### src/rtl/tcount_sclk_pkg.sv
`timescale 1ns/1ps
package tcount_sclk_pkg;
    typedef enum logic [1:0] {
        ST_IDLE = 2'd0,
        ST_RUN  = 2'd1,
        ST_DONE = 2'd2
    } sclk_state_e;
endpackage

### src/rtl/tcount_interval_timer.sv
`timescale 1ns/1ps
// Half-period timer: captures the interval at load and ticks once every
// max(interval,1) cycles while run is high, reloading after every tick.
module tcount_interval_timer #(
    parameter int IVL_W = 20
) (
    input  logic             clk_i,
    input  logic             rst_ni,
    input  logic             clr_i,
    input  logic             load_i,
    input  logic             run_i,
    input  logic [IVL_W-1:0] period_i,
    output logic             tick_o
);
    localparam logic [IVL_W-1:0] ONE = IVL_W'(1);

    logic [IVL_W-1:0] per_q;
    logic [IVL_W-1:0] cnt_q;
    logic [IVL_W-1:0] per_eff;

    assign per_eff = (period_i == '0) ? ONE : period_i;
    assign tick_o  = run_i && (cnt_q == '0);

    always_ff @(posedge clk_i or negedge rst_ni) begin
        if (!rst_ni) begin
            per_q <= ONE;
            cnt_q <= '0;
        end else if (clr_i) begin
            per_q <= ONE;
            cnt_q <= '0;
        end else if (load_i) begin
            per_q <= per_eff;
            cnt_q <= per_eff - ONE;
        end else if (run_i) begin
            cnt_q <= tick_o ? (per_q - ONE) : (cnt_q - ONE);
        end
    end
endmodule

### src/rtl/tcount_edge_counter.sv
`timescale 1ns/1ps
// Counts remaining output transitions; flags the final one.
module tcount_edge_counter #(
    parameter int CNT_W = 8
) (
    input  logic             clk_i,
    input  logic             rst_ni,
    input  logic             clr_i,
    input  logic             load_i,
    input  logic [CNT_W-1:0] count_i,
    input  logic             dec_i,
    output logic             last_o
);
    localparam logic [CNT_W-1:0] ONE = CNT_W'(1);

    logic [CNT_W-1:0] rem_q;

    assign last_o = dec_i && (rem_q == ONE);

    always_ff @(posedge clk_i or negedge rst_ni) begin
        if (!rst_ni) begin
            rem_q <= '0;
        end else if (clr_i) begin
            rem_q <= '0;
        end else if (load_i) begin
            rem_q <= count_i;
        end else if (dec_i && rem_q != '0) begin
            rem_q <= rem_q - ONE;
        end
    end
endmodule

### src/rtl/tcount_sclk_gen.sv
`timescale 1ns/1ps
module tcount_sclk_gen
    import tcount_sclk_pkg::*;
#(
    parameter int IVL_W = 20,
    parameter int CNT_W = 8
) (
    input  logic             clk_i,
    input  logic             rst_ni,
    input  logic             pin_en_i,
    input  logic             invert_i,
    input  logic [IVL_W-1:0] interval_i,
    input  logic [CNT_W-1:0] count_i,
    input  logic             count_wr_i,
    input  logic             done_ack_i,
    output logic             sclk_o,
    output logic             done_o
);
    sclk_state_e state_q, state_d;
    logic        start;
    logic        running;
    logic        tick;
    logic        last;
    logic        lvl_q;

    assign running = (state_q == ST_RUN);
    assign start   = (state_q == ST_IDLE) && count_wr_i && (count_i != '0);

    tcount_interval_timer #(.IVL_W(IVL_W)) timer_i (
        .clk_i    (clk_i),
        .rst_ni   (rst_ni),
        .clr_i    (!pin_en_i),
        .load_i   (start),
        .run_i    (running),
        .period_i (interval_i),
        .tick_o   (tick)
    );

    tcount_edge_counter #(.CNT_W(CNT_W)) edges_i (
        .clk_i   (clk_i),
        .rst_ni  (rst_ni),
        .clr_i   (!pin_en_i),
        .load_i  (start),
        .count_i (count_i),
        .dec_i   (tick),
        .last_o  (last)
    );

    // Next-state logic
    always_comb begin
        state_d = state_q;
        unique case (state_q)
            ST_IDLE: if (start)      state_d = ST_RUN;
            ST_RUN:  if (last)       state_d = ST_DONE;
            ST_DONE: if (done_ack_i) state_d = ST_IDLE;
            default:                 state_d = ST_IDLE;
        endcase
    end

    // State register
    always_ff @(posedge clk_i or negedge rst_ni) begin
        if (!rst_ni)        state_q <= ST_IDLE;
        else if (!pin_en_i) state_q <= ST_IDLE;
        else                state_q <= state_d;
    end

    // Output register: internal clock level
    always_ff @(posedge clk_i or negedge rst_ni) begin
        if (!rst_ni)                                lvl_q <= 1'b0;
        else if (!pin_en_i)                         lvl_q <= 1'b0;
        else if (tick)                              lvl_q <= ~lvl_q;
        else if (state_q == ST_DONE && done_ack_i)  lvl_q <= 1'b0;
    end

    assign sclk_o = lvl_q ^ invert_i;
    assign done_o = (state_q == ST_DONE);
endmodule

### config.mk
export PLATFORM = sky130hd
export DESIGN_NAME = tcount_sclk_gen
export DESIGN_NICKNAME = d
export VERILOG_FILES = /design/src/rtl/tcount_sclk_pkg.sv /design/src/rtl/tcount_interval_timer.sv /design/src/rtl/tcount_edge_counter.sv /design/src/rtl/tcount_sclk_gen.sv
export SDC_FILE = /design/constraint.sdc
export NUM_CORES = 1
export LEC_CHECK = 0
export BUFFER_PORTS_ARGS = -buffer_cell sky130_fd_sc_hd__buf_2
export CAP_MARGIN = 20
export CORE_MARGIN = 2
export CORE_UTILIZATION = 58
export DETAILED_ROUTE_END_ITERATION = 6
export GPL_TIMING_DRIVEN = 0
export PLACE_DENSITY = 0.87
export SYNTH_ARGS = -nofsm -noshare
export SYNTH_HDL_FRONTEND = slang
export SYNTH_SLANG_ARGS = --single-unit
### constraint.sdc
create_clock -name clk_i -period 7.2 [get_ports clk_i]
set_input_delay 1.44 -clock clk_i [delete_from_list [all_inputs] [get_ports clk_i]]
set_output_delay 1.44 -clock clk_i [all_outputs]
set_load 0.1 [all_outputs]
==> PnR_summary.wiki <==
{| class="wikitable"
! Metric !! Value
|-
| Status || completed
|-
| Total placed instance area || 3450 um2
|-
| Commonest cells after routing, fill and taps aside || nand2_1, dfrtp_1, buf_2
|-
| Layout-stage area growth over the synthesis result || 11.9%
|-
| Worst Clk Skew || 0.00825 ns
|-
| DRC violation count after routing || 0
|-
| Chip height || 77.9 um
|-
| Horizontal die dimension || around 78 um
|-
| Number of buffers inserted for hold repair after clock tree synthesis || 0
|-
| Average cell area after synthesis || between 9 and 10 um2
|-
| Post-layout utilization of the core || 0.682
|-
| Synth async-reset ratio || 1.00
|-
| Total vias in the final route || slightly below 3000
|-
| Netlist cell types || 58
|-
| Setup slack of the critical path after layout || 3.15 ns
|-
| Worst Path Max Fanout || 10
|-
| Setup tns final || 0 ns
|-
| Most frequent standard cell in the layout excluding fill and tap cells || nand2_1
|-
| Leading register cell type out of synthesis || dfrtp_1
|-
| Hold path start || timer_i.cnt_q[4]
|-
| Cell Rows || 26
|-
| Count of clock tree sinks || around 50
|-
| Number of nets in the final layout || approximately 430
|-
| Final Cycle Share || 0.562
|-
| Time the final worst path needs with I/O delays and setup || between 4 and 5 ns
|-
| Global-route wire length before repair || 13900 um
|-
| Ys Warns || 0
|-
| Required arrival time at the worst endpoint || 7.46 ns
|-
| Max rail drop VDD || 126 uV
|-
| Seq/Total Area, Yosys || 0.403
|-
| Remaining antenna violation count after routing || 0
|-
| ANT cells || 0
|-
| Vias per inst || 6.33
|-
| Biggest area consumer among synthesized cells || dfrtp_1
|-
| Setup CP Type || in -> reg
|-
| Number of buffers inserted by port buffering || 34
|-
| Count of routing violations after the opening detailed-route iteration || 279
|-
| Overflow left after global routing || 0
|-
| Antenna violations before repair || 0
|-
| Crit path DAT || 4.31 ns
|-
| Final number of setup-violating endpoints || 0
|-
| Total of max-cap violations || 0
|-
| Clock tree from TritonCTS || done
|-
| Area of the mapped netlist || 3170 um2
|-
| Num CTS Buffers || 5
|-
| Dominant cells by area after synthesis || dfrtp_1, nand2_1, nor4_4
|-
| Fmax || 247 MHz
|-
| Vias in the first global route || between 2000 and 3000
|-
| Maximum number of pins on one net before global-route repair || 34
|-
| Launching element type of the critical path || input port
|-
| Post-Syn Instances || 349
|-
| Area share of the largest cell type after synthesis || 0.395
|-
| Source-to-sink clock delay at the later pin of the worst-skew pair || 0.32 ns
|-
| Final hold viol count || 0
|-
| Crit. End Element || register
|-
| Worst-case setup slack after placement || between 2 and 3 ns
|-
| RSZ-0062 raised after global routing || no
|-
| Number of H-tree levels || 2
|-
| Effective utilization at floorplan || 0.609
|-
| Reg2Reg Launch Point || state_q[0]
|-
| Power per cell area || 258 nW/um2
|-
| Cell chosen for the clock root || clkbuf_8
|-
| Critical path origin || count_i[2]
|-
| CTS clk-pin slew, worst paths || 0.09 ns
|-
| Worst Max-Slew Pin Slew || 0.619 ns
|-
| Detailed-routing iteration count for the pre-antenna-repair pass || 5
|-
| Detail-routed net length per standard cell || 18.0 um
|-
| Worst hold path class || reg -> reg
|-
| Number of pins with negative max-slew slack in the final report || 0
|-
| Resized cells post-CTS || 0
|-
| Fill count || roughly 420
|-
| Static leakage power || 1.52 nW
|-
| Io pins || 36
|-
| Share of post-route cells with drive strength above 1 || 0.189
|-
| Number of enable flip-flop cells after synthesis || 0
|-
| CTS max path bufs || 2
|-
| Overall Global Routing Usage || 0.295
|-
| Core box area || 5200 um2
|-
| Total of flip-flops plus latches after synthesis || 51
|-
| Gpl congestion || 0.877
|-
| Final Cell Area || roughly 3500 um2
|-
| Detailed Route WL || 8300 um
|-
| Net count of the mapped netlist || slightly below 400
|-
| Post-DP HPWL || 5910 um
|-
| Post-CTS Setup Bufs || 0
|-
| Die area || around 6000 um2
|-
| Max-Slew Margin vs Limit || 0.587
|}
-- critical path: stages --
cell and delay, ns:
buf_2 0.12, nor4_4 0.37, a21boi_2 0.17, buf_6 0.18, mux2i_2 0.23, o21a_1 0.16, ha_1 0.19, inv_1 0.09
nor4_4 0.45, nand4_1 0.27, or4_1 0.56, nand3_1 0.08
-- registers in the layout (all words and copies together), names as in the netlist --
name and count:
edges_i.rem_q 8, state_q 2, lvl_q 1, timer_i.cnt_q 20, timer_i.per_q 20
-- area by class of cell --
type / count / area (um2) / share of cell area
Tap cell: 70 / 87.6 / 0.0247
Sequential cell: 51 / 1280 / 0.360
Multi-Input combinational cell: 274 / 1770 / 0.499
Clock buffer: 8 / 100 / 0.0282
Buffer: 19 / 105 / 0.0296
Timing Repair Buffer: 35 / 190 / 0.0536
Inverter: 5 / 18.8 / 0.00529
-- per-layer routing --
layer,vias to the layer above,wire length [um],global-route usage
li1,1337,-,-
met1,1446,3450,0.381
met2,128,4150,0.495
met3,15,545,0.0570
met4,0,157,0.102
met5,-,0,0
-- stage by stage --
step                      cells  hold slack, ns  power, mW
after floorplan             349           0.463      0.632
after global placement      453           0.489      0.710
after detailed placement    454           0.505      0.725
after CTS                   462           0.525      0.908
after global routing        462           0.545      0.963
final                       462           0.526      0.916
-- where the power goes --
part	internal, mW	switching [mW]	leakage, nW
sequential	0.331	0.0376	0.680
combinational	0.138	0.224	0.790
clock	0.0879	0.0977	0.0515
total	0.557	0.359	1.52
-- synth_stat cells, types with 5 or more instances --
library cell  instances
a211oi_1              6
a21oi_1              23
clkbuf_1             11
dfrtp_1              50
inv_1                 5
nand2_1              73
nand3_1              10
nor2_1               23
nor3_1                8
nor4_1                9
nor4_4                6
o211a_1               5
o21a_1                7
o21ai_0              13
xnor2_1               8
xor2_1               10
-- final timing paths --
| path | endpoint | slack, ns | cells after the start |
|---|---|---|---|
| min | timer_i.cnt_q[4] | 0.53 | 2 |
| max in group asynchronous | timer_i.per_q[0] | 5.54 | 2 |
| min reg2reg | timer_i.cnt_q[4] | 0.53 | 2 |
| max reg2reg | timer_i.cnt_q[16] | 3.69 | 12 |
| min in group asynchronous | state_q[1] | 1.06 | 1 |
| max | timer_i.cnt_q[16] | 3.15 | 12 |
-- cells by family after synthesis --
family,Yosys count,synth area share
AO/OA/AOI/OAI,86,0.202
AND/OR/NAND/NOR,161,0.273
adder cells (fa/ha/maj),4,0.0158
multiplexers,5,0.0170
buffers and inverters,24,0.0391
XOR/XNOR,18,0.0497
flip-flops,51,0.403
Note: power is estimated with default switching activity, not from simulation.
